### src/rtl/fp_pkg.sv
`timescale 1ns/1ps
// Shared types for the completion poller.
// Assumes: one polling run at a time; status bits are bit 6 (toggle) and bit 7 (data).
package fp_pkg;

    // Poll sequencing states.
    typedef enum logic [1:0] {
        ST_IDLE = 2'd0,
        ST_READ = 2'd1,
        ST_GAP  = 2'd2
    } fp_state_e;

    // Completion test selected at start.
    typedef enum logic {
        MODE_TOGGLE = 1'b0,
        MODE_DATA   = 1'b1
    } fp_mode_e;

    localparam int unsigned TOGGLE_BIT = 6;
    localparam int unsigned DATA_BIT   = 7;

endpackage

### src/rtl/fp_gap_timer.sv
`timescale 1ns/1ps
// Inter-read gap timer.
// Loads the gap length when a read returns and must be followed by another read.
// Counts down while the sequencer sits in the gap state.
// Assumes the sequencer loads only non-zero lengths.
module fp_gap_timer #(
    parameter int unsigned GAP_W = 20
) (
    input  logic             clk,
    input  logic             rst_n,
    input  logic             load_i,
    input  logic [GAP_W-1:0] len_i,
    input  logic             run_i,
    output logic             expire_o
);
    localparam logic [GAP_W-1:0] ONE = GAP_W'(1);

    logic [GAP_W-1:0] left_q;

    // Load on a returned read, then count one down per gap cycle.
    always_ff @(posedge clk) begin
        if (!rst_n) begin
            left_q <= '0;
        end else if (load_i) begin
            left_q <= len_i;
        end else if (run_i && left_q != '0) begin
            left_q <= left_q - ONE;
        end
    end

    assign expire_o = run_i && (left_q == ONE);


    gap_nonzero_chk: assert property (@(posedge clk) disable iff (!rst_n)
        run_i |-> (left_q != '0));

endmodule

### src/rtl/fp_judge.sv
`timescale 1ns/1ps
// Completion judge.
// Decides, for each accepted read, whether it is a comparison read and whether
// the comparison succeeds. Holds the toggle reference bit, which is refreshed
// on every accepted read.
// Assumes arm_i and take_i are never high in the same cycle.
module fp_judge
    import fp_pkg::*;
(
    input  logic       clk,
    input  logic       rst_n,
    input  logic       arm_i,
    input  fp_mode_e   mode_i,
    input  logic       exp_bit_i,
    input  logic       take_i,
    input  logic [7:0] data_i,
    output logic       is_cmp_o,
    output logic       hit_o
);
    logic first_q;
    logic ref_q;

    // Track the first read of a run and the latest toggle sample.
    always_ff @(posedge clk) begin
        if (!rst_n) begin
            first_q <= 1'b1;
            ref_q   <= 1'b0;
        end else if (arm_i) begin
            first_q <= 1'b1;
        end else if (take_i) begin
            first_q <= 1'b0;
            ref_q   <= data_i[TOGGLE_BIT];
        end
    end

    // Comparison qualification and success test for the current read.
    always_comb begin
        is_cmp_o = !((mode_i == MODE_TOGGLE) && first_q);
        if (mode_i == MODE_TOGGLE) begin
            hit_o = (data_i[TOGGLE_BIT] == ref_q);
        end else begin
            hit_o = (data_i[DATA_BIT] == exp_bit_i);
        end
    end


    first_clear_chk: assert property (@(posedge clk) disable iff (!rst_n)
        (take_i && !arm_i) |=> !first_q);

endmodule

### src/rtl/fp_iter_count.sv
`timescale 1ns/1ps
// Comparison-read counter.
// Counts failed and final comparison reads of one run. Flags when the
// next read reaches the hard cap and when it passes the warning threshold.
// Assumes inc_i is never raised once the cap is reached (the run ends).
module fp_iter_count #(
    parameter int unsigned ITER_CAP   = 32'h0FFF_FFFF,
    parameter int unsigned WARN_LIMIT = 32'h0010_0000,
    parameter int unsigned CNT_W      = $clog2(ITER_CAP + 1)
) (
    input  logic clk,
    input  logic rst_n,
    input  logic clr_i,
    input  logic inc_i,
    output logic last_o,
    output logic over_o
);
    localparam logic [CNT_W-1:0] CAP_V = CNT_W'(ITER_CAP);

    logic [CNT_W-1:0] cnt_q;
    logic [CNT_W-1:0] nxt;

    assign nxt = cnt_q + 1'b1;

    // Clear at start, add one per comparison read.
    always_ff @(posedge clk) begin
        if (!rst_n) begin
            cnt_q <= '0;
        end else if (clr_i) begin
            cnt_q <= '0;
        end else if (inc_i) begin
            cnt_q <= nxt;
        end
    end

    assign last_o = (nxt == CAP_V);
    assign over_o = (32'(nxt) > WARN_LIMIT);


    cap_bound_chk: assert property (@(posedge clk) disable iff (!rst_n)
        cnt_q <= CAP_V);

endmodule

### src/rtl/flash_done_poller.sv
`timescale 1ns/1ps
// Flash operation completion poller (top).
// Sequences status reads of an external NOR flash after a start pulse. The
// result of each read is judged by the toggle test or the data test, with an
// optional gap between reads, a hard read cap and a slow-completion flag.
// Assumes the read port answers each request eventually and returns status
// bytes from one fixed location.
module flash_done_poller
    import fp_pkg::*;
#(
    parameter int unsigned ITER_CAP   = 32'h0FFF_FFFF,
    parameter int unsigned WARN_LIMIT = 32'h0010_0000,
    parameter int unsigned GAP_W      = 20
) (
    input  logic             clk,
    input  logic             rst_n,
    input  logic             start_i,
    input  logic             mode_i,
    input  logic [7:0]       expect_i,
    input  logic [GAP_W-1:0] gap_i,
    output logic             rd_req_o,
    input  logic             rd_valid_i,
    input  logic [7:0]       rd_data_i,
    output logic             busy_o,
    output logic             done_o,
    output logic             timeout_o,
    output logic             warn_o
);
    localparam int unsigned CNT_W = $clog2(ITER_CAP + 1);

    fp_state_e        state_q, state_d;
    fp_mode_e         mode_q;
    logic             exp_q;
    logic [GAP_W-1:0] gap_q;
    logic             done_q, timeout_q, warn_q;

    logic start_ok, take, finish;
    logic is_cmp, hit, last, over, expire;

    assign start_ok = (state_q == ST_IDLE) && start_i;
    assign take     = (state_q == ST_READ) && rd_valid_i;
    assign finish   = take && is_cmp && (hit || last);

    fp_judge u_judge (
        .clk       (clk),
        .rst_n     (rst_n),
        .arm_i     (start_ok),
        .mode_i    (mode_q),
        .exp_bit_i (exp_q),
        .take_i    (take),
        .data_i    (rd_data_i),
        .is_cmp_o  (is_cmp),
        .hit_o     (hit)
    );

    fp_iter_count #(
        .ITER_CAP   (ITER_CAP),
        .WARN_LIMIT (WARN_LIMIT),
        .CNT_W      (CNT_W)
    ) u_count (
        .clk    (clk),
        .rst_n  (rst_n),
        .clr_i  (start_ok),
        .inc_i  (take && is_cmp),
        .last_o (last),
        .over_o (over)
    );

    fp_gap_timer #(
        .GAP_W (GAP_W)
    ) u_gap (
        .clk      (clk),
        .rst_n    (rst_n),
        .load_i   (take && !finish && (gap_q != '0)),
        .len_i    (gap_q),
        .run_i    (state_q == ST_GAP),
        .expire_o (expire)
    );

    // Next-state selection for the poll sequencer.
    always_comb begin
        state_d = state_q;
        unique case (state_q)
            ST_IDLE: if (start_ok) state_d = ST_READ;
            ST_READ: begin
                if (take) begin
                    if (finish)           state_d = ST_IDLE;
                    else if (gap_q == '0) state_d = ST_READ;
                    else                  state_d = ST_GAP;
                end
            end
            ST_GAP:  if (expire) state_d = ST_READ;
            default: state_d = ST_IDLE;
        endcase
    end

    // Sequencer state and run settings captured at start.
    always_ff @(posedge clk) begin
        if (!rst_n) begin
            state_q <= ST_IDLE;
            mode_q  <= MODE_TOGGLE;
            exp_q   <= 1'b0;
            gap_q   <= '0;
        end else begin
            state_q <= state_d;
            if (start_ok) begin
                mode_q <= fp_mode_e'(mode_i);
                exp_q  <= expect_i[DATA_BIT];
                gap_q  <= gap_i;
            end
        end
    end

    // End-of-run pulse and held result flags.
    always_ff @(posedge clk) begin
        if (!rst_n) begin
            done_q    <= 1'b0;
            timeout_q <= 1'b0;
            warn_q    <= 1'b0;
        end else begin
            done_q <= finish;
            if (start_ok) begin
                timeout_q <= 1'b0;
                warn_q    <= 1'b0;
            end else if (finish) begin
                timeout_q <= !hit;
                warn_q    <= over;
            end
        end
    end

    assign rd_req_o  = (state_q == ST_READ);
    assign busy_o    = (state_q != ST_IDLE);
    assign done_o    = done_q;
    assign timeout_o = timeout_q;
    assign warn_o    = warn_q;


    done_pulse_chk: assert property (@(posedge clk) disable iff (!rst_n)
        done_o |=> !done_o);


    done_idle_chk: assert property (@(posedge clk) disable iff (!rst_n)
        done_o |-> !busy_o);


    req_hold_chk: assert property (@(posedge clk) disable iff (!rst_n)
        (rd_req_o && !rd_valid_i) |=> rd_req_o);


    mode_hold_chk: assert property (@(posedge clk) disable iff (!rst_n)
        (busy_o && $past(busy_o)) |-> ($stable(mode_q) && $stable(gap_q)));


    zero_gap_chk: assert property (@(posedge clk) disable iff (!rst_n)
        (take && !finish && (gap_q == '0)) |=> rd_req_o);

endmodule

### config.mk
export PLATFORM = sky130hd
export DESIGN_NAME = flash_done_poller
export DESIGN_NICKNAME = d
export VERILOG_FILES = /design/src/rtl/fp_pkg.sv /design/src/rtl/fp_gap_timer.sv /design/src/rtl/fp_judge.sv /design/src/rtl/fp_iter_count.sv /design/src/rtl/flash_done_poller.sv
export SDC_FILE = /design/constraint.sdc
export NUM_CORES = 1
export LEC_CHECK = 0
export BUFFER_PORTS_ARGS = -buffer_cell sky130_fd_sc_hd__buf_2
export CORE_AREA = 2 2 94 96
export DETAILED_ROUTE_END_ITERATION = 12
export DIE_AREA = 0 0 96 98
export GPL_TIMING_DRIVEN = 0
export PLACE_DENSITY = 0.82
export SETUP_SLACK_MARGIN = 0.2
export SLEW_MARGIN = 25
export SYNTH_ARGS = -nofsm -noshare
export SYNTH_HDL_FRONTEND = slang
export SYNTH_SLANG_ARGS = --single-unit
### constraint.sdc
create_clock -name clk -period 2.7 [get_ports clk]
set_clock_uncertainty 0.2 [all_clocks]
set_input_delay 0 -clock clk [delete_from_list [all_inputs] [get_ports clk]]
set_output_delay 0 -clock clk [all_outputs]
set_load 0.02 [all_outputs]
# --- Yosys cells after proc, flatten, opt, wreduce, memory -nomap -nowiden ---
# Index checks and enable logic that the tools add are counted.
word_totals:
  reg_bits: 77
  output_inout_bits: 5
  wordCells: 57
classes:
  addsub: 2
  order_cmp: 1
  n_eq_ne: 9
  muxes: 9
  bitwise_logic: 3
  n_reduce_logical: 22
ops:
  columns: ["operator", "count"]
  rows:
  - ["$mux 20", 2]
  - ["$reduce_bool 20->1", 2]
  - ["$add 28x1->28 const B", 1]
  - ["$eq 28x28->1 const B", 1]
  - ["$gt 28x21->1 const B", 1]
  - ["$eq 20x1->1 const B", 1]
  - ["$logic_not 20->1", 1]
  - ["$sub 20x1->20 const B", 1]
  - ["$mux 2", 5]
  - ["$logic_and 1x1->1", 9]
  - ["$pmux 2 s3", 1]
  - ["$ne 2x2->1 const B", 2]
  - ["$reduce_bool 2->1", 2]
  - ["$logic_not 1->1", 3]
  - ["$not 1->1", 3]
  - ["$reduce_and 3->1", 1]
  - ["$eq 1x1->1", 2]
  - ["$eq 2x1->1 const B", 1]
  - ["$eq 2x2->1 const B", 1]
  - ["$logic_not 2->1", 1]
  - ["$ne 2x1->1 const B", 1]
  - ["$reduce_and 2->1", 1]
  - ["$reduce_or 2->1", 1]
  - ["$logic_or 1x1->1", 1]
  - ["$mux 1", 1]

# --- Logic depth before layout (Yosys ltp) ---
depth:
  depth_word: 9
  depth_mapped: 10

# --- Modules after synthesis ---
# A second synthesis with hierarchy kept.
hier_totals:
  cells_unflattened: 574
  hier_area_um2: 4630.7
by_module_without_submodules:
  columns: ["mod", "instances", "cells_each", "area_per_inst_um2"]
  rows:
  - ["fp_iter_count", 1, 281, 2140.8]
  - ["fp_gap_timer", 1, 150, 1263.7]
  - ["flash_done_poller", 1, 131, 1109.8]
  - ["fp_judge", 1, 12, 116.4]

# --- Least setup slack after synthesis ---
# OpenSTA, ideal clock, no wires.
synth_timing:
  path_kind: "flip-flop to flip-flop"
  from: "register u_count.cnt_q[0]"
  to: "register u_gap.left_q[11]"
  setup_ns: 0.146
  arrival_ns: 2.648
  required_ns: 2.354
  slack_ns: -0.294
  path_stages_with_launch: 10
  path_buffers: 1
  synth_period_minus_slack_ns: 2.994
  path_cell_list: "dfxtp_1 -> ha_1 -> nand4_2 -> or3_1 -> or4_4 -> a221oi_2 -> nand4_2 -> nand2_4 -> buf_8 -> a211oi_2"
synth_between:
  elab_chain_cells: 8
synth_rtl:
  columns: ["element", "line", "text"]
  rows:
  - ["from (decl)", "fp_iter_count.sv:20", "logic [CNT_W-1:0] cnt_q;"]
  - ["from (signal assigned)", "fp_iter_count.sv:32", "cnt_q <= nxt;"]
  - ["$add 28x1->28 *", "fp_iter_count.sv:23", "assign nxt = cnt_q + 1'b1;"]
  - ["$eq 28x28->1 *", "fp_iter_count.sv:36", "assign last_o = (nxt == CAP_V);"]
  - ["$logic_or 1x1->1 *", "flash_done_poller.sv:42", "assign finish = take && is_cmp && (hit || last);"]
  - ["$logic_and 1x1->1 *", "flash_done_poller.sv:42", null]
  - ["$logic_not 1->1 *", "flash_done_poller.sv:74", ".load_i (take && !finish && (gap_q != '0)),"]
  - ["$logic_and 1x1->1 * (2 in series)", "flash_done_poller.sv:74", null]
  - ["$mux 20 / $reduce_bool 2->1 (equally long branches)", null, null]
  - ["to (signal assigned)", "fp_gap_timer.sv:25", "left_q <= len_i;"]
  - ["to (signal assigned)", "fp_gap_timer.sv:27", "left_q <= left_q - ONE;"]
  - ["to (decl)", "fp_gap_timer.sv:18", "logic [GAP_W-1:0] left_q;"]
# Every way passes the cells marked *; elsewhere a longest branch is shown, timed or not.
# A chain may end at the register's enable or synchronous reset.

# --- Worst setup path in the final report ---
layout_timing:
  from: "register u_gap.left_q[2]"
  to: "register u_gap.left_q[17]"
layout_between:
  elab_chain_cells: 3
layout_rtl:
  columns: ["element", "line", "text"]
  rows:
  - ["$sub 20x1->20 / $reduce_bool 20->1 (equally long branches)", "fp_gap_timer.sv:27, fp_gap_timer.sv:26", null]
  - ["$mux 20 / $logic_and 1x1->1 (equally long branches)", "fp_gap_timer.sv:26", "end else if (run_i && left_q != '0) begin"]
  - ["$mux 20 / $reduce_bool 2->1 (equally long branches)", null, null]
# Parallel ways exist; a longest one is shown, timed or not. The select of a mux whose other input is x is not followed.

==> metrics.log <==
INFO  metric tritoncts.num_buffers = 9
INFO  metric antenna_found_initial = 0
INFO  metric cellLeakagePower = 0.00240 uW
INFO  metric clock_latency = 0.37 ns
INFO  metric critical_path_arrival = 2.94 ns
INFO  metric max_freq = 350 MHz
INFO  metric yosysTopAreaCell = sky130_fd_sc_hd__dfxtp_1
INFO  metric synth.yosys.seq_area_share = 0.352
INFO  metric syn_nets = 589
INFO  metric dominant_cells_by_area_after_synthesis = sky130_fd_sc_hd__dfxtp_1, sky130_fd_sc_hd__nand2_1, sky130_fd_sc_hd__xnor2_1
INFO  metric cts_tree = yes
INFO  metric report.final.hold_viol_count = 0
INFO  metric critical_path.endpoint_type = flip-flop
INFO  metric detailed_place.area = 0.00477 sq mm
INFO  metric core.rowCount = 34
INFO  metric detail-route-antenna-nets = 0
INFO  metric critical_path_class = flip-flop to flip-flop
INFO  metric io_pins = 46
INFO  metric cts.root.buffer_cell = sky130_fd_sc_hd__clkbuf_8
INFO  metric design.core.area = 0.00847 sq mm
INFO  metric io_buf_count = 32
INFO  metric post_drt_via_cell_ratio = 6.12
INFO  metric drt_wl_total = 14300 um
INFO  metric overall_via_count_from_detail_route = 4831
INFO  metric critical_path.startpoint_type = flip-flop
INFO  metric primary_flip_flop_cell_chosen_by_synthesis_mapping = sky130_fd_sc_hd__dfxtp_1
INFO  metric htreeDepth = 3
INFO  metric critical_path_peak_fanout = 5
INFO  metric grtUsageTotal = 0.289
INFO  metric hpwl_after_detailed_placement = 7930 um
INFO  metric synth_top_area_share = 0.352
INFO  metric floorplan.die.height = 98 um
INFO  metric violated_checks = negative setup slack
INFO  metric tritoncts_num_sinks = 77
INFO  metric antenna-diode-count = 0
INFO  metric clk_pin_slew_worst_paths = 0.10 ns
INFO  metric routed_wire_length_per_instance = 18.1 um
INFO  metric drt_pass1_iterations = 5
INFO  metric ys_ff_latch = 77
INFO  metric min_period_over_period = 1.06
INFO  metric area.growth.synth_to_final = 43.1%
INFO  metric status = complete, but fails checks
INFO  metric drt_iter0_markers = 264
INFO  metric finalSetupViolations = 22
INFO  metric grt_overflow_total = 0
INFO  metric ys_async_sr_fraction = 0
INFO  metric cp.required = 2.78 ns
INFO  metric powerDensity = 426 mW/mm^2
INFO  metric utilization = 0.740
INFO  metric vdd.ir_drop.worst = 0.332 mV
INFO  metric ys_warn_count = 0
INFO  metric route.detailed.drc = 0
INFO  metric postSynthCellCount = 543
INFO  metric grt_pass1_vias = 4666
INFO  metric worstHoldPathType = input port to flip-flop
INFO  metric die_w = 96 um
INFO  metric rsz0062_at_grt = true
INFO  metric synth_enable_flop_cells = 0
INFO  metric fp.dieArea = 0.00941 sq mm
INFO  metric synth.cell_area = 0.00438 sq mm
INFO  metric finished_cell_area = 0.00626 sq mm
INFO  metric max_capacitance_violation_count = 0
INFO  metric global_route_wire_length_before_repair = 21600 um
INFO  metric fin_nets = 723
INFO  metric clockBufferDepth = 2
INFO  metric synthesis.area_per_instance = 8.06 sq um
INFO  metric maximum_number_of_pins_on_one_net_before_global_route_repair = 15
INFO  metric finalWorstPathRequiredPeriod = 2.86 ns
INFO  metric place_worst_setup_slack = -0.369 ns
INFO  metric drive_gt1_frac = 0.323
INFO  metric finalMaxSlewViolations = 0
INFO  metric timing_worst_slew_pin_value = 0.788 ns
INFO  metric timing.slew.headroom = 0.475
INFO  metric synthDistinctLibCells = 60
INFO  metric post_synth_most_frequent_cells = sky130_fd_sc_hd__dfxtp_1, sky130_fd_sc_hd__nand2_1, sky130_fd_sc_hd__nor2_1
INFO  metric globalplace.congestion = 0.916
INFO  metric initial_core_util = 0.517
INFO  metric final_critical_path_setup_slack = -0.156 ns
report_power, final:
group | internal, uW | total (uW) | switching, uW
Combinational | 256 | 549 | 293
Sequential | 1190 | 1260 | 70.7
Clock | 394 | 863 | 469
final timing paths:
| path | startpoint | to | slack (ns) | cells after the start |
|---|---|---|---|---|
| worst min-delay path | rd_data_i[7] | done_o | 0.15 | 5 |
| worst min register to register | gap_q[17] | gap_q[17] | 0.29 | 2 |
| worst max-delay path | u_gap.left_q[2] | u_gap.left_q[17] | -0.16 | 7 |
| worst max register to register | u_gap.left_q[2] | u_gap.left_q[17] | -0.16 | 7 |
area by class of cell:
| type | count | area, sq um |
|---|---|---|
| Inverter | 12 | 45.0 |
| Timing Repair Buffer | 123 | 1050 |
| Fill cell | 517 | 2200 |
| Buffer | 33 | 251 |
| Clock inverter | 5 | 42.5 |
| Sequential cell | 77 | 1580 |
| Clock buffer | 11 | 151 |
| Multi-Input combinational cell | 421 | 3010 |
| Tap cell | 108 | 135 |
kinds of logic (layout without fill, tap and decap cells):
logic type,count (synthesis),count (layout),share of synthesized area
simple gates,265,265,0.313
compound gates,95,95,0.160
flops,77,77,0.352
xor+xnor,56,56,0.112
buf+inv,45,184,0.0480
fa+ha+maj,5,5,0.0143
worst max-delay path, stage by stage (launching register included):
cell and delay [ns]:
sky130_fd_sc_hd__dfxtp_4 0.36, sky130_fd_sc_hd__or4_4 0.57, sky130_fd_sc_hd__or4_4 0.46, sky130_fd_sc_hd__nor3_4 0.17, sky130_fd_sc_hd__nand4_1 0.18, sky130_fd_sc_hd__or4_4 0.45
sky130_fd_sc_hd__xor2_1 0.16, sky130_fd_sc_hd__a211oi_2 0.21
per-layer routing:
| metal | global-route usage | vias to the layer above | wire length, um |
|---|---|---|---|
| met1 | 0.331 | 2277 | 5260 |
| met2 | 0.494 | 250 | 7440 |
| met5 | 0 | - | 0 |
| met4 | 0.116 | 0 | 658 |
| met3 | 0.0880 | 86 | 968 |
| li1 | - | 2218 | - |
sequential cells by signal, indices dropped and copies added (netlist names):
signal           flops
u_judge.ref_q        1
mode_q               1
u_count.cnt_q       28
state_q              2
gap_q               20
done_o               1
u_judge.first_q      1
warn_o               1
timeout_o            1
exp_q                1
u_gap.left_q        20
layout by cell type, fill, tap and decap left out, types with 6 or more instances in the layout:
| cell | instances |
|---|---|
| sky130_fd_sc_hd__xor2_1 | 23 |
| sky130_fd_sc_hd__or4_4 | 6 |
| sky130_fd_sc_hd__a21oi_2 | 6 |
| sky130_fd_sc_hd__nand4_1 | 9 |
| sky130_fd_sc_hd__o21ai_0 | 11 |
| sky130_fd_sc_hd__nor3_2 | 9 |
| sky130_fd_sc_hd__dfxtp_4 | 9 |
| sky130_fd_sc_hd__clkbuf_8 | 12 |
| sky130_fd_sc_hd__dfxtp_2 | 6 |
| sky130_fd_sc_hd__buf_2 | 34 |
| sky130_fd_sc_hd__a21oi_1 | 30 |
| sky130_fd_sc_hd__nor4_1 | 13 |
| sky130_fd_sc_hd__buf_4 | 44 |
| sky130_fd_sc_hd__nand2_1 | 76 |
| sky130_fd_sc_hd__buf_6 | 16 |
| sky130_fd_sc_hd__a211oi_2 | 16 |
| sky130_fd_sc_hd__nor2_1 | 44 |
| sky130_fd_sc_hd__nor3_1 | 23 |
| sky130_fd_sc_hd__dfxtp_1 | 62 |
| sky130_fd_sc_hd__clkbuf_1 | 11 |
| sky130_fd_sc_hd__nor3_4 | 8 |
| sky130_fd_sc_hd__dlygate4sd3_1 | 34 |
| sky130_fd_sc_hd__and3_1 | 7 |
| sky130_fd_sc_hd__or3_1 | 12 |
| sky130_fd_sc_hd__nand3_1 | 19 |
| sky130_fd_sc_hd__xnor2_1 | 33 |
| sky130_fd_sc_hd__inv_1 | 11 |
what timing repair did:
action	CTS	global route
setup endpoints to repair	26	37
gates cloned	3	0
endpoints found under the hold margin	30	0
hold buffers	34	0
buffers inserted	25	29
gates resized for setup	63	60
pin swaps	17	13
stage by stage:
stage                     hold WS, ns  instances  total power (uW)  setup TNS (ns)
after floorplan                -0.111        543              1570          -0.175
after global placement         0.0423        683              1660           -4.93
after detailed placement       0.0488        683              1680           -5.69
after CTS                      0.0587        761              2600           -1.66
after global routing            0.139        790              2780           -3.34
final                           0.147        790              2670           -1.16
(Power assumes the default switching activity.)
